File: src/rtl/spi_cfg_pkg.sv
package spi_cfg_pkg;
  typedef enum logic [1:0] {PH_DEV, PH_PTR, PH_DATA, PH_SKIP} phase_t;
  localparam logic [6:0] DEV_ID = 7'b1001111;
endpackage

File: src/rtl/spi_cfg_sync.sv
module spi_cfg_sync #(
  parameter int W = 3,
  parameter logic [W-1:0] RST_VAL = '0
) (
  input  logic         clk,
  input  logic         rst_n,
  input  logic [W-1:0] d,
  output logic [W-1:0] q
);
  logic [W-1:0] meta;
  always_ff @(posedge clk or negedge rst_n) begin
    if (!rst_n) begin
      meta <= RST_VAL;
      q    <= RST_VAL;
    end else begin
      meta <= d;
      q    <= meta;
    end
  end
endmodule

File: src/rtl/spi_cfg_shift.sv
module spi_cfg_shift (
  input  logic       clk,
  input  logic       rst_n,
  input  logic       cs_n_s,
  input  logic       cclk_s,
  input  logic       din_s,
  output logic       byte_done,
  output logic [7:0] byte_val
);
  logic       cclk_q;
  logic [2:0] bit_cnt, bit_cnt_nx;
  logic [6:0] shreg, shreg_nx;
  logic       done_nx;
  logic [7:0] val_nx;
  logic       rise;

  assign rise = cclk_s & ~cclk_q & ~cs_n_s;

  always_comb begin
    bit_cnt_nx = bit_cnt;
    shreg_nx   = shreg;
    done_nx    = 1'b0;
    val_nx     = byte_val;
    if (cs_n_s) begin
      bit_cnt_nx = '0;
    end else if (rise) begin
      shreg_nx   = {shreg[5:0], din_s};
      bit_cnt_nx = bit_cnt + 3'd1;
      if (bit_cnt == 3'd7) begin
        done_nx = 1'b1;
        val_nx  = {shreg, din_s};
      end
    end
  end

  always_ff @(posedge clk or negedge rst_n) begin
    if (!rst_n) begin
      cclk_q    <= 1'b0;
      bit_cnt   <= '0;
      shreg     <= '0;
      byte_done <= 1'b0;
      byte_val  <= '0;
    end else begin
      cclk_q    <= cclk_s;
      bit_cnt   <= bit_cnt_nx;
      shreg     <= shreg_nx;
      byte_done <= done_nx;
      byte_val  <= val_nx;
    end
  end
endmodule

File: src/rtl/spi_cfg_seq.sv
module spi_cfg_seq
  import spi_cfg_pkg::*;
#(
  parameter int NUM_REGS = 8,
  localparam int PTR_W = (NUM_REGS > 1) ? $clog2(NUM_REGS) : 1
) (
  input  logic             clk,
  input  logic             rst_n,
  input  logic             cs_idle,
  input  logic             byte_done,
  input  logic [7:0]       byte_val,
  output phase_t           phase,
  output logic [PTR_W-1:0] ptr,
  output logic             step,
  output logic             wr_en,
  output logic [PTR_W-1:0] wr_addr,
  output logic [7:0]       wr_data
);
  localparam logic [PTR_W-1:0] LAST = PTR_W'(NUM_REGS - 1);

  phase_t           phase_nx;
  logic [PTR_W-1:0] ptr_nx, wr_addr_nx;
  logic             step_nx, wr_en_nx;
  logic [7:0]       wr_data_nx;

  always_comb begin
    phase_nx   = phase;
    ptr_nx     = ptr;
    step_nx    = step;
    wr_en_nx   = 1'b0;
    wr_addr_nx = wr_addr;
    wr_data_nx = wr_data;
    if (cs_idle) begin
      phase_nx = PH_DEV;
    end else if (byte_done) begin
      case (phase)
        PH_DEV: begin
          if (byte_val[7:1] == DEV_ID && !byte_val[0]) phase_nx = PH_PTR;
          else                                           phase_nx = PH_SKIP;
        end
        PH_PTR: begin
          ptr_nx   = byte_val[PTR_W-1:0];
          step_nx  = byte_val[7];
          phase_nx = PH_DATA;
        end
        PH_DATA: begin
          wr_en_nx   = (32'(ptr) < NUM_REGS);
          wr_addr_nx = ptr;
          wr_data_nx = byte_val;
          if (step) ptr_nx = (ptr == LAST) ? '0 : ptr + 1'b1;
        end
        default: phase_nx = PH_SKIP;
      endcase
    end
  end

  always_ff @(posedge clk or negedge rst_n) begin
    if (!rst_n) begin
      phase   <= PH_DEV;
      ptr     <= '0;
      step    <= 1'b0;
      wr_en   <= 1'b0;
      wr_addr <= '0;
      wr_data <= '0;
    end else begin
      phase   <= phase_nx;
      ptr     <= ptr_nx;
      step    <= step_nx;
      wr_en   <= wr_en_nx;
      wr_addr <= wr_addr_nx;
      wr_data <= wr_data_nx;
    end
  end
endmodule

File: src/rtl/spi_cfg_regs.sv
module spi_cfg_regs #(
  parameter int NUM_REGS = 8,
  localparam int PTR_W = (NUM_REGS > 1) ? $clog2(NUM_REGS) : 1
) (
  input  logic                  clk,
  input  logic                  rst_n,
  input  logic                  wr_en,
  input  logic [PTR_W-1:0]      wr_addr,
  input  logic [7:0]            wr_data,
  output logic [NUM_REGS*8-1:0] bank
);
  for (genvar i = 0; i < NUM_REGS; i++) begin : g_reg
    logic hit;
    assign hit = wr_en && (wr_addr == PTR_W'(i));
    always_ff @(posedge clk or negedge rst_n) begin
      if (!rst_n)   bank[i*8 +: 8] <= '0;
      else if (hit) bank[i*8 +: 8] <= wr_data;
    end
  end
endmodule

File: src/rtl/spi_cfg_port.sv
module spi_cfg_port
  import spi_cfg_pkg::*;
#(
  parameter int NUM_REGS = 8,
  localparam int PTR_W = (NUM_REGS > 1) ? $clog2(NUM_REGS) : 1
) (
  input  logic                  clk,
  input  logic                  rst_n,
  input  logic                  cs_n,
  input  logic                  cclk,
  input  logic                  cdin,
  output logic [NUM_REGS*8-1:0] reg_bank,
  output logic [1:0]            speed_sel
);
  logic             cs_n_s, cclk_s, din_s;
  logic             byte_done;
  logic [7:0]       byte_val;
  phase_t           phase;
  logic [PTR_W-1:0] ptr, wr_addr;
  logic             step, wr_en;
  logic [7:0]       wr_data;

  spi_cfg_sync #(.W(3), .RST_VAL(3'b100)) u_sync (
    .clk(clk), .rst_n(rst_n),
    .d({cs_n, cclk, cdin}), .q({cs_n_s, cclk_s, din_s})
  );

  spi_cfg_shift u_shift (
    .clk(clk), .rst_n(rst_n), .cs_n_s(cs_n_s), .cclk_s(cclk_s),
    .din_s(din_s), .byte_done(byte_done), .byte_val(byte_val)
  );

  spi_cfg_seq #(.NUM_REGS(NUM_REGS)) u_seq (
    .clk(clk), .rst_n(rst_n), .cs_idle(cs_n_s), .byte_done(byte_done),
    .byte_val(byte_val), .phase(phase), .ptr(ptr), .step(step),
    .wr_en(wr_en), .wr_addr(wr_addr), .wr_data(wr_data)
  );

  spi_cfg_regs #(.NUM_REGS(NUM_REGS)) u_regs (
    .clk(clk), .rst_n(rst_n), .wr_en(wr_en), .wr_addr(wr_addr),
    .wr_data(wr_data), .bank(reg_bank)
  );

  if (NUM_REGS > 3) begin : g_speed
    assign speed_sel = reg_bank[3*8+4 +: 2];
  end else begin : g_nospeed
    assign speed_sel = 2'b00;
  end
endmodule

File: config.mk
export PLATFORM = sky130hd
export DESIGN_NAME = spi_cfg_port
export DESIGN_NICKNAME = d
export VERILOG_FILES = /design/src/rtl/spi_cfg_pkg.sv /design/src/rtl/spi_cfg_sync.sv /design/src/rtl/spi_cfg_shift.sv /design/src/rtl/spi_cfg_seq.sv /design/src/rtl/spi_cfg_regs.sv /design/src/rtl/spi_cfg_port.sv
export SDC_FILE = /design/constraint.sdc
export NUM_CORES = 1
export LEC_CHECK = 0
export CAP_MARGIN = 20
export CORE_ASPECT_RATIO = 2
export CORE_MARGIN = 2
export CORE_UTILIZATION = 47
export CTS_CLUSTER_SIZE = 25
export DETAILED_ROUTE_END_ITERATION = 8
export DONT_BUFFER_PORTS = 1
export MAX_ROUTING_LAYER = met4
export PLACE_DENSITY = 0.59
export SYNTH_ARGS = -nofsm -noshare
export SYNTH_HDL_FRONTEND = slang
export SYNTH_SLANG_ARGS = --single-unit
export TNS_END_PERCENT = 5
File: constraint.sdc
create_clock -name clk -period 1.9 [get_ports clk]
set_input_delay 0.19 -clock clk [delete_from_list [all_inputs] [get_ports clk]]
set_output_delay 0.19 -clock clk [all_outputs]
set_load 0.03 [all_outputs]
Yosys cells after proc, flatten, opt, wreduce, memory -nomap -nowiden
Index checks and enable logic that the tools add are counted.
Widths: inputs -> output; s select.
- flip-flop bits (word level): 108
- latch bits: 0
- bits in writable memories: 0
- ROM bits: 0
- input bits: 5
- output and inout port bits: 66
- word-level logic and storage cells: 77
- memories kept: 0
- add/sub/neg operators: 2
- multiply operators: 0
- divide/modulo/power cells: 0
- $lt $le $gt $ge: 0
- equal/unequal tests: 14
- shift operators: 0
- mux-type cells: 15
- bitwise gates (word level): 4
- reductions and logical operators: 21
- operators by type and width (kind ; number):
    $eq 3x3->1 const B ; 6
    $mux 3 ; 4
    $logic_and 1x1->1 ; 9
    $reduce_and 3->1 ; 3
    $eq 7x7->1 const B ; 1
    $add 3x1->3 const B ; 2
    $eq 3x2->1 const B ; 2
    $mux 1 ; 6
    $mux 2 ; 3
    $pmux 2 s3 ; 1
    $pmux 3 s2 ; 1
    $reduce_bool 2->1 ; 3
    $reduce_and 2->1 ; 2
    $reduce_and 4->1 ; 1
    $eq 3x1->1 const B ; 1
    $logic_not 3->1 ; 1
    $and 1x1->1 ; 2
    $eq 2x1->1 const B ; 1
    $eq 2x2->1 const B ; 1
    $logic_not 2->1 ; 1
    $ne 2x1->1 const B ; 1
    $ne 2x2->1 const B ; 1
    $not 1->1 ; 2
    $logic_not 1->1 ; 1

Longest topological paths before layout
Gate-level depths: netlist of run 1.
- depth after elaboration: 6
- mapped depth: 6
- gate-level depth less buffers: 5

By module
Synthesis of run 1 repeated with hierarchy kept, for this count alone.
- cells, all modules: 263
- area total of the unflattened synthesis: 4287.9 um^2
- by module, submodules not included (module ; times used ; cells an instance ; area each (um^2)):
    spi_cfg_regs ; 1 ; 143 ; 2452.4
    spi_cfg_seq ; 1 ; 64 ; 878.3
    spi_cfg_shift ; 1 ; 48 ; 789.5
    spi_cfg_sync ; 1 ; 6 ; 152.6
    spi_cfg_port ; 1 ; 2 ; 15.0

Worst setup path before layout of run 1
OpenSTA, ideal clock, no wires.
- path kind: reg-to-reg
- start point: register u_sync.q[2]
- end point: register u_shift.byte_val[0]
- data arrival time: 1.420 ns
- required time: 1.775 ns
- slack: 0.355 ns
- stages on the path, launching flop included: 6
- path buffers: 2
- clock period less this slack: 1.545 ns
- cell sequence: dfstp_2 buf_6 nor3b_4 and2_4 buf_12 mux2_4
- word-level cells in the longest chain between the ends: 3
- RTL lines (element ; RTL line ; text):
    start, declared ; spi_cfg_sync.sv:8 ; output logic [W-1:0] q
    start signal, assigned ; spi_cfg_sync.sv:17 ; q <= meta;
    $not 1->1 (no line) * ; n/a ;
    $and 1x1->1 ; spi_cfg_shift.sv:17 ; assign rise = cclk_s & ~cclk_q & ~cs_n_s;
    $reduce_and 3->1 (no line) * ; n/a ;
    end signal, assigned ; spi_cfg_shift.sv:48 ; byte_val <= val_nx;
    end, declared ; spi_cfg_shift.sv:8 ; output logic [7:0] byte_val
Every way passes the cells marked *; elsewhere a longest branch is shown, timed or not.
A chain may end at the register's enable or synchronous reset.

Worst setup path in the final report of run 1
- start point: register u_seq.wr_addr[0]
- end point: register u_regs.bank[50]
- word-level cells in the longest chain between the ends: 2
- RTL lines (element ; RTL line ; text):
    start, declared ; spi_cfg_seq.sv:16 ; output logic [PTR_W-1:0] wr_addr,
    start signal, assigned ; spi_cfg_seq.sv:70 ; wr_addr <= wr_addr_nx;
    $eq 3x3->1 ; spi_cfg_regs.sv:14 ; assign hit = wr_en && (wr_addr == PTR_W'(i));
    $logic_and 1x1->1 ; spi_cfg_regs.sv:14 ;
    end signal, assigned by index ; spi_cfg_regs.sv:17 ; else if (hit) bank[i*8 +: 8] <= wr_data;
    end, declared ; spi_cfg_regs.sv:10 ; output logic [NUM_REGS*8-1:0] bank
No other way between the ends.

==> results of run 1 <==
## metrics by stage
stage	total power, W	util, %	cell area (sq um)	setup WS (ps)	hold slack [ps]
3_5_place_dp	0.00254	49.3	4380	312	-103
3_3_place_gp	0.00254	49.3	4380	342	-104
2_1_floorplan	0.00252	-	4280	355	-106
6_report	0.00452	53.4	4750	318	-461
5_1_grt	0.00468	53.4	4750	221	-483
4_1_cts	0.00459	53.4	4750	306	-480
## worst register-to-register path, cell delays in order (launching register included)
cell and delay (ps):
dfrtp_1 510, nand4b_1 530, mux2_2 420
## final timing paths
| path | from | endpoint | depth (start not counted) |
|---|---|---|---|
| max | u_seq.wr_addr[0]$_DFFE_PN0P_ | u_regs.bank[50]$_DFFE_PN0P_ | 2 |
| min | rst_n | u_regs.bank[42]$_DFFE_PN0P_ | 0 |
| max reg2reg | u_seq.wr_addr[0]$_DFFE_PN0P_ | u_regs.bank[50]$_DFFE_PN0P_ | 2 |
| min reg2reg | u_sync.meta[1]$_DFF_PN0_ | u_sync.q[1]$_DFF_PN0_ | 0 |
| max in group asynchronous | rst_n | u_sync.q[2]$_DFF_PN1_ | 0 |
| min in group clk | u_sync.meta[1]$_DFF_PN0_ | u_sync.q[1]$_DFF_PN0_ | 0 |
## cell families after synthesis
group                      after synthesis  synth area share, %
adders and majority gates                7                 2.05
DFF                                    108                 63.3
xor gates and xnor gates                 1                0.205
and+or+nand+nor                         29                 5.47
AOI/OAI and AO/OA                        8                 1.14
buffers and inverters                   13                 2.02
muxes                                   96                 25.8
## area by class of cell
class,instances,area (sq um)
Timing Repair Buffer,10,82.6
Fill cell,742,4140
Tap cell,102,128
Inverter,3,11.3
Clock inverter,6,96.3
Clock buffer,10,239
Multi-Input combinational cell,141,1480
Sequential cell,108,2710
## power breakdown
| group | switching [W] | internal [W] |
|---|---|---|
| Clock | 0.000819 | 0.00120 |
| Sequential | 0.0000465 | 0.00237 |
| Combinational | 0.0000204 | 0.0000590 |
| Total | 0.000886 | 0.00363 |
## sequential cells by signal, summed over array words and instances (netlist names)
register / flops
u_sync.meta: 3
u_shift.bit_cnt: 3
u_sync.q: 3
u_seq.wr_addr: 3
u_seq.wr_en: 1
u_shift.byte_val: 8
u_seq.ptr: 3
u_shift.cclk_q: 1
u_seq.wr_data: 8
u_shift.shreg: 7
u_seq.phase: 2
u_seq.step: 1
u_regs.bank: 64
u_shift.byte_done: 1
## layer usage
| metal | track usage (%) | up-vias | routed length (um) |
|---|---|---|---|
| met4 | 8.14 | 0 | 188 |
| met5 | - | - | 0 |
| met2 | 28.5 | 44 | 4280 |
| met1 | 18.6 | 1071 | 2730 |
| li1 | - | 947 | - |
| met3 | 4.00 | 13 | 316 |
## synth_stat cells (all sizes together)
master	instances	share of area (%)
inv	3	0.26
and2	1	0.20
ha	7	2.0
a31oi	3	0.44
nor3	2	0.61
xor2	1	0.20
a21oi	3	0.35
dfstp	2	1.2
nand2	3	0.26
a211oi	2	0.35
mux2	91	25
buf	9	1.7
clkbuf	1	0.088
nor3b	3	1.3
and3	2	0.29
nor2	7	0.61
dfrtp	106	62
nand4b	3	0.61
nand4	1	0.15
nor2b	2	0.35
mux2i	5	1.2
and4	1	0.20
nor4bb	1	0.23
nand2b	3	0.61
## repair_timing
action | in CTS | in global routing
setup endpoints to repair | 0 | 0
endpoints found under the hold margin | 111 | 108
resized for setup | 0 | 0
==> results.cfg, run 1 <==
[placed_design]
port_buffers = 0
hpwl_mm = 5.25
gp_congestion = 0.795
dp.cells = 361

[logic_synthesis]
synth_cell_type_count = 31
yosysWarnings = 0
yosys_register_bits = 108
avgSynthCellArea_sq_um = 16.3
syn_inst = 262
ys_seq_area_share_pct = 63.3
syn_nets = 274
syn_area_sq_um = 4280

[cts]
cts_buffers = 9
cts_root_buf = clkbuf_16
cts.path.max_buffers = 2
clkLatencyLatePin_ps = 340
cts_tree = yes
cts_setup_buffers = 0
hold_buffers = 3
path_clk_slew_ps = 70
cts.sinks = 108
htree_levels = 3

[layout]
diodes = 0
area_growth_pct = 11.0
layout_commonest_cell = dfrtp_1
most-common-layout-cells = dfrtp_1, mux2_2, clkbuf_16
instances_no_fill = 380
drive_gt1_share_pct = 44.6
final_net_count = 285

[pwr]
power_density_nw_per_um2 = 952
power.leakage_nw = 2.36
ir_worst_vdd_uv = 577

[global_routing]
overflow = 0
first_global_vias = 2081
grt_pass1_wl_mm = 12.2
grt_max_degree = 109
track_usage_pct = 17.0
antenna_found_initial = 0

[timing]
finalClockSkew_ps = 6.97
fin_tns_setup_ps = 0
maxSlewViolCount = 0
final.min_clock_period_ps = 1580
slew_headroom_pct = 63.1
finalCritPeriodShare_pct = 83.3
rsz0062_at_grt = false
hold-worst-slack_ps = -461
finalSetupViolCount = 0
worstMarginPinSlew_ps = 553
max_clock_freq_ghz = 0.632
hold_violations = 108

[status]
status = finished, violations left
violations = negative hold slack

[setup_path]
critPathBufInv = 0
critPathMaxFanout = 9
r2r_slack_ps = 320
path_delay_family = simple AND/OR/NAND/NOR gates
cpMaxStageDelayCell = nand4b_1
arrival_ps = 1810
cp_cell_sequence = nand4b_1 -> mux2_2
cp.required_ps = 2120
crit_path_end_kind = register
max_stage_delay_ps = 530
worstSetupPathType = register to register
start_kind = register

[die]
floorplan.die.width_um = 71.4
ioPinCount = 71
initial_core_util_pct = 48.1
die_h_um = 139
core_area_sq_um = 8890
dieArea_sq_um = 9920
row_count = 49

[route]
via_count = 2075
drt_iter0_markers = 103
vias_per_cell = 5.46
wirelength_mm = 7.51
firstDrtPassIters = 2
drc_errors = 0
wl_per_cell_um = 19.8
detail-route-antenna-nets = 0

[hold_path]
hold_path_class = input port to async pin

[run]
maxCapViolCount = 0
No activity file was read; power rests on OpenSTA's default activity.
==> run 2, diff against run 1 <==
Settings changed: ABC_AREA from default to 1.
Clock period 1.9 ns to 1.6 ns, I/O delays scaled along.
==> run 2 against run 1 <==
  * The flow still finishes with violations (negative hold slack)
  * Sequential power rose by 16%
  * Register-to-register slack got worse by 180 ps
  * Critical path depth rose by 4
  * Wire length rose by 11%
  * Clock-buffer cell count fell by 1
  * Final cell count rose by 37%
  * Area after synthesis fell by 3.3%
  * Worst setup slack got worse by 180 ps
  * Die area fell by 3.2%
  * Critical path type unchanged
  * Largest cell class unchanged
==> results.cfg, run 2 <==
[global_routing]
overflow = 0
grt_max_degree = 109
antenna_found_initial = 0
grt_pass1_wl_mm = 13.5
track_usage_pct = 18.9
first_global_vias = 2693

[logic_synthesis]
synth_top_area_cell = dfrtp_1
synth_top_area_share_pct = 64.2
synth_edf_count = 0
yosys-top-cells-area = dfrtp_1, nand2_1, o21ai_0
ys.flop_type = dfrtp_1
ys_seq_area_share_pct = 65.4
synth_cell_type_count = 24
syn_nets = 421
syn_inst = 409
yosysWarnings = 0
synthTopCellsByCount = nand2_1, dfrtp_1, o21ai_0, inv_1, nor2_1
ys_async_sr_fraction_pct = 100
avgSynthCellArea_sq_um = 10.1
yosys_register_bits = 108
yosysMostFrequentCell = nand2_1
syn_area_sq_um = 4130

[layout]
final_net_count = 427
design_area_sq_um = 4500
drive_gt1_share_pct = 9.79
area_growth_pct = 8.84
most-common-layout-cells = nand2_1, dfrtp_1, o21ai_0
largest_register = u_regs.bank
fill_cells = 773
final_util_pct = 52.4
layout_commonest_cell = nand2_1
largest_reg_flops = 64
diodes = 0
reg_top3 = u_regs.bank (64), u_seq.wr_data (8), u_shift.byte_val (8)

[die]
row_count = 48
die_h_um = 137
initial_core_util_pct = 48.1
core_area_sq_um = 8590
ioPinCount = 71
floorplan.die.width_um = 70.3
dieArea_sq_um = 9610

[status]
status = finished, violations left
violations = negative hold slack

[cts]
clkLatencyLatePin_ps = 350
hold_buffers = 3
path_clk_slew_ps = 70
htree_levels = 3
cts_setup_buffers = 0
cts_resized = 0
cts_buffers = 9
cts_root_buf = clkbuf_16
cts_tree = yes
cts.sinks = 108
cts.path.max_buffers = 2

[placed_design]
hpwl_mm = 5.75
port_buffers = 0
gp_congestion = 0.768
dpl_cell_area_sq_um = 4200

[route]
met3_length_um = 357
via_count = 2672
wirelength_mm = 8.36
drc_errors = 0
routed-wl-met2_mm = 4.65
top_layer = met4
wl_per_cell_um = 16.1
firstDrtPassIters = 6
detail-route-antenna-nets = 0
drt_iter0_markers = 194
wl_met1_mm = 3.07
vias_per_cell = 5.15

[hold_path]
hold_path_class = input port to async pin

[pwr]
ir_worst_vdd_uv = 645
power_density_nw_per_um2 = 1090
power.leakage_nw = 2.17
p_comb_share_pct = 1.2
swShare_pct = 21.4
internal_power_w = 0.00387
p_seq_share_pct = 57.2
pwr-share-clk_pct = 41.6
p_switching_w = 0.00105

[timing]
hold_violations = 108
finalCritPeriodShare_pct = 91.1
max_clock_freq_ghz = 0.686
rsz0062_at_grt = false
finalSetupViolCount = 0
fin_tns_setup_ps = 0
final.min_clock_period_ps = 1460
finalClockSkew_ps = 8.92
hold-worst-slack_ps = -504
maxSlewViolCount = 0
worstMarginPinSlew_ps = 563
slew_headroom_pct = 62.5

[setup_path]
cp.required_ps = 1840
r2r_slack_ps = 140
worstSetupPathType = register to register
arrival_ps = 1700
crit_path_end_kind = register
critPathMaxFanout = 8
start_kind = register

[run]
maxCapViolCount = 0
## run 2: final timing paths
kind,startpoint,end,cells past startpoint
min in group clk,cs_n,u_sync.meta[2]$_DFF_PN1_,1
worst max-delay path,u_seq.phase[0]$_DFFE_PN0P_,u_seq.phase[0]$_DFFE_PN0P_,6
worst max register to register,u_seq.phase[0]$_DFFE_PN0P_,u_seq.phase[0]$_DFFE_PN0P_,6
worst min register to register,u_sync.meta[1]$_DFF_PN0_,u_sync.q[1]$_DFF_PN0_,0
worst min-delay path,rst_n,u_regs.bank[29]$_DFFE_PN0P_,0
max in group asynchronous,rst_n,u_sync.q[2]$_DFF_PN1_,0
## run 2: cells by family (layout without fill, tap and decap cells)
kind of cell / Yosys count / in the layout / share of synthesized area, %
AOI/OAI and AO/OA: 86 / 86 / 11.2
adders and majority gates: 7 / 7 / 2.12
buffers and inverters: 38 / 48 / 4.60
DFF: 108 / 108 / 65.4
and+or+nand+nor: 170 / 170 / 16.6
## run 2: layer usage
metal | track usage (%) | up-vias
met4 | 9.94 | 0
met5 | - | -
li1 | - | 1325
met3 | 3.68 | 18
met2 | 33.4 | 65
met1 | 19.5 | 1264
## run 2: area by class of cell
cell class	count	area [sq um]	share of cell area, %
sequential	108	2710	60.1
multi-input combinational	263	1240	27.5
clock buffer	9	225	5.01
tap	100	125	2.78
inverter	26	97.6	2.17
timing repair buffer	7	60.1	1.33
clock inverter	6	47.5	1.06
## run 2: power groups by stage
stage	clock network (W)	logic, W	registers, W
finish	0.00205	0.0000608	0.00281
global route	0.00219	0.0000719	0.00282
floorplan	0	0.0000464	0.00286
global placement	0	0.0000548	0.00286
detailed placement	0	0.0000569	0.00287
CTS	0.00210	0.0000626	0.00281
## run 2: through the flow
step / worst slack, ps / cells / hold WS [ps] / total power (W)
6_report: 142 / 519 / -504 / 0.00492
5_1_grt: 1.96 / 519 / -516 / 0.00508
4_1_cts: 162 / 519 / -512 / 0.00498
3_5_place_dp: 204 / 501 / -133 / 0.00292
3_3_place_gp: 254 / 501 / -134 / 0.00292
2_1_floorplan: 305 / 409 / -136 / 0.00290
## run 2: critical path, cell delays in order (launching register included)
cell and delay, ps:
dfrtp_1 400, inv_1 100, ha_1 360, inv_1 140, a21oi_1 180, nand2_1 90, o31ai_1 90
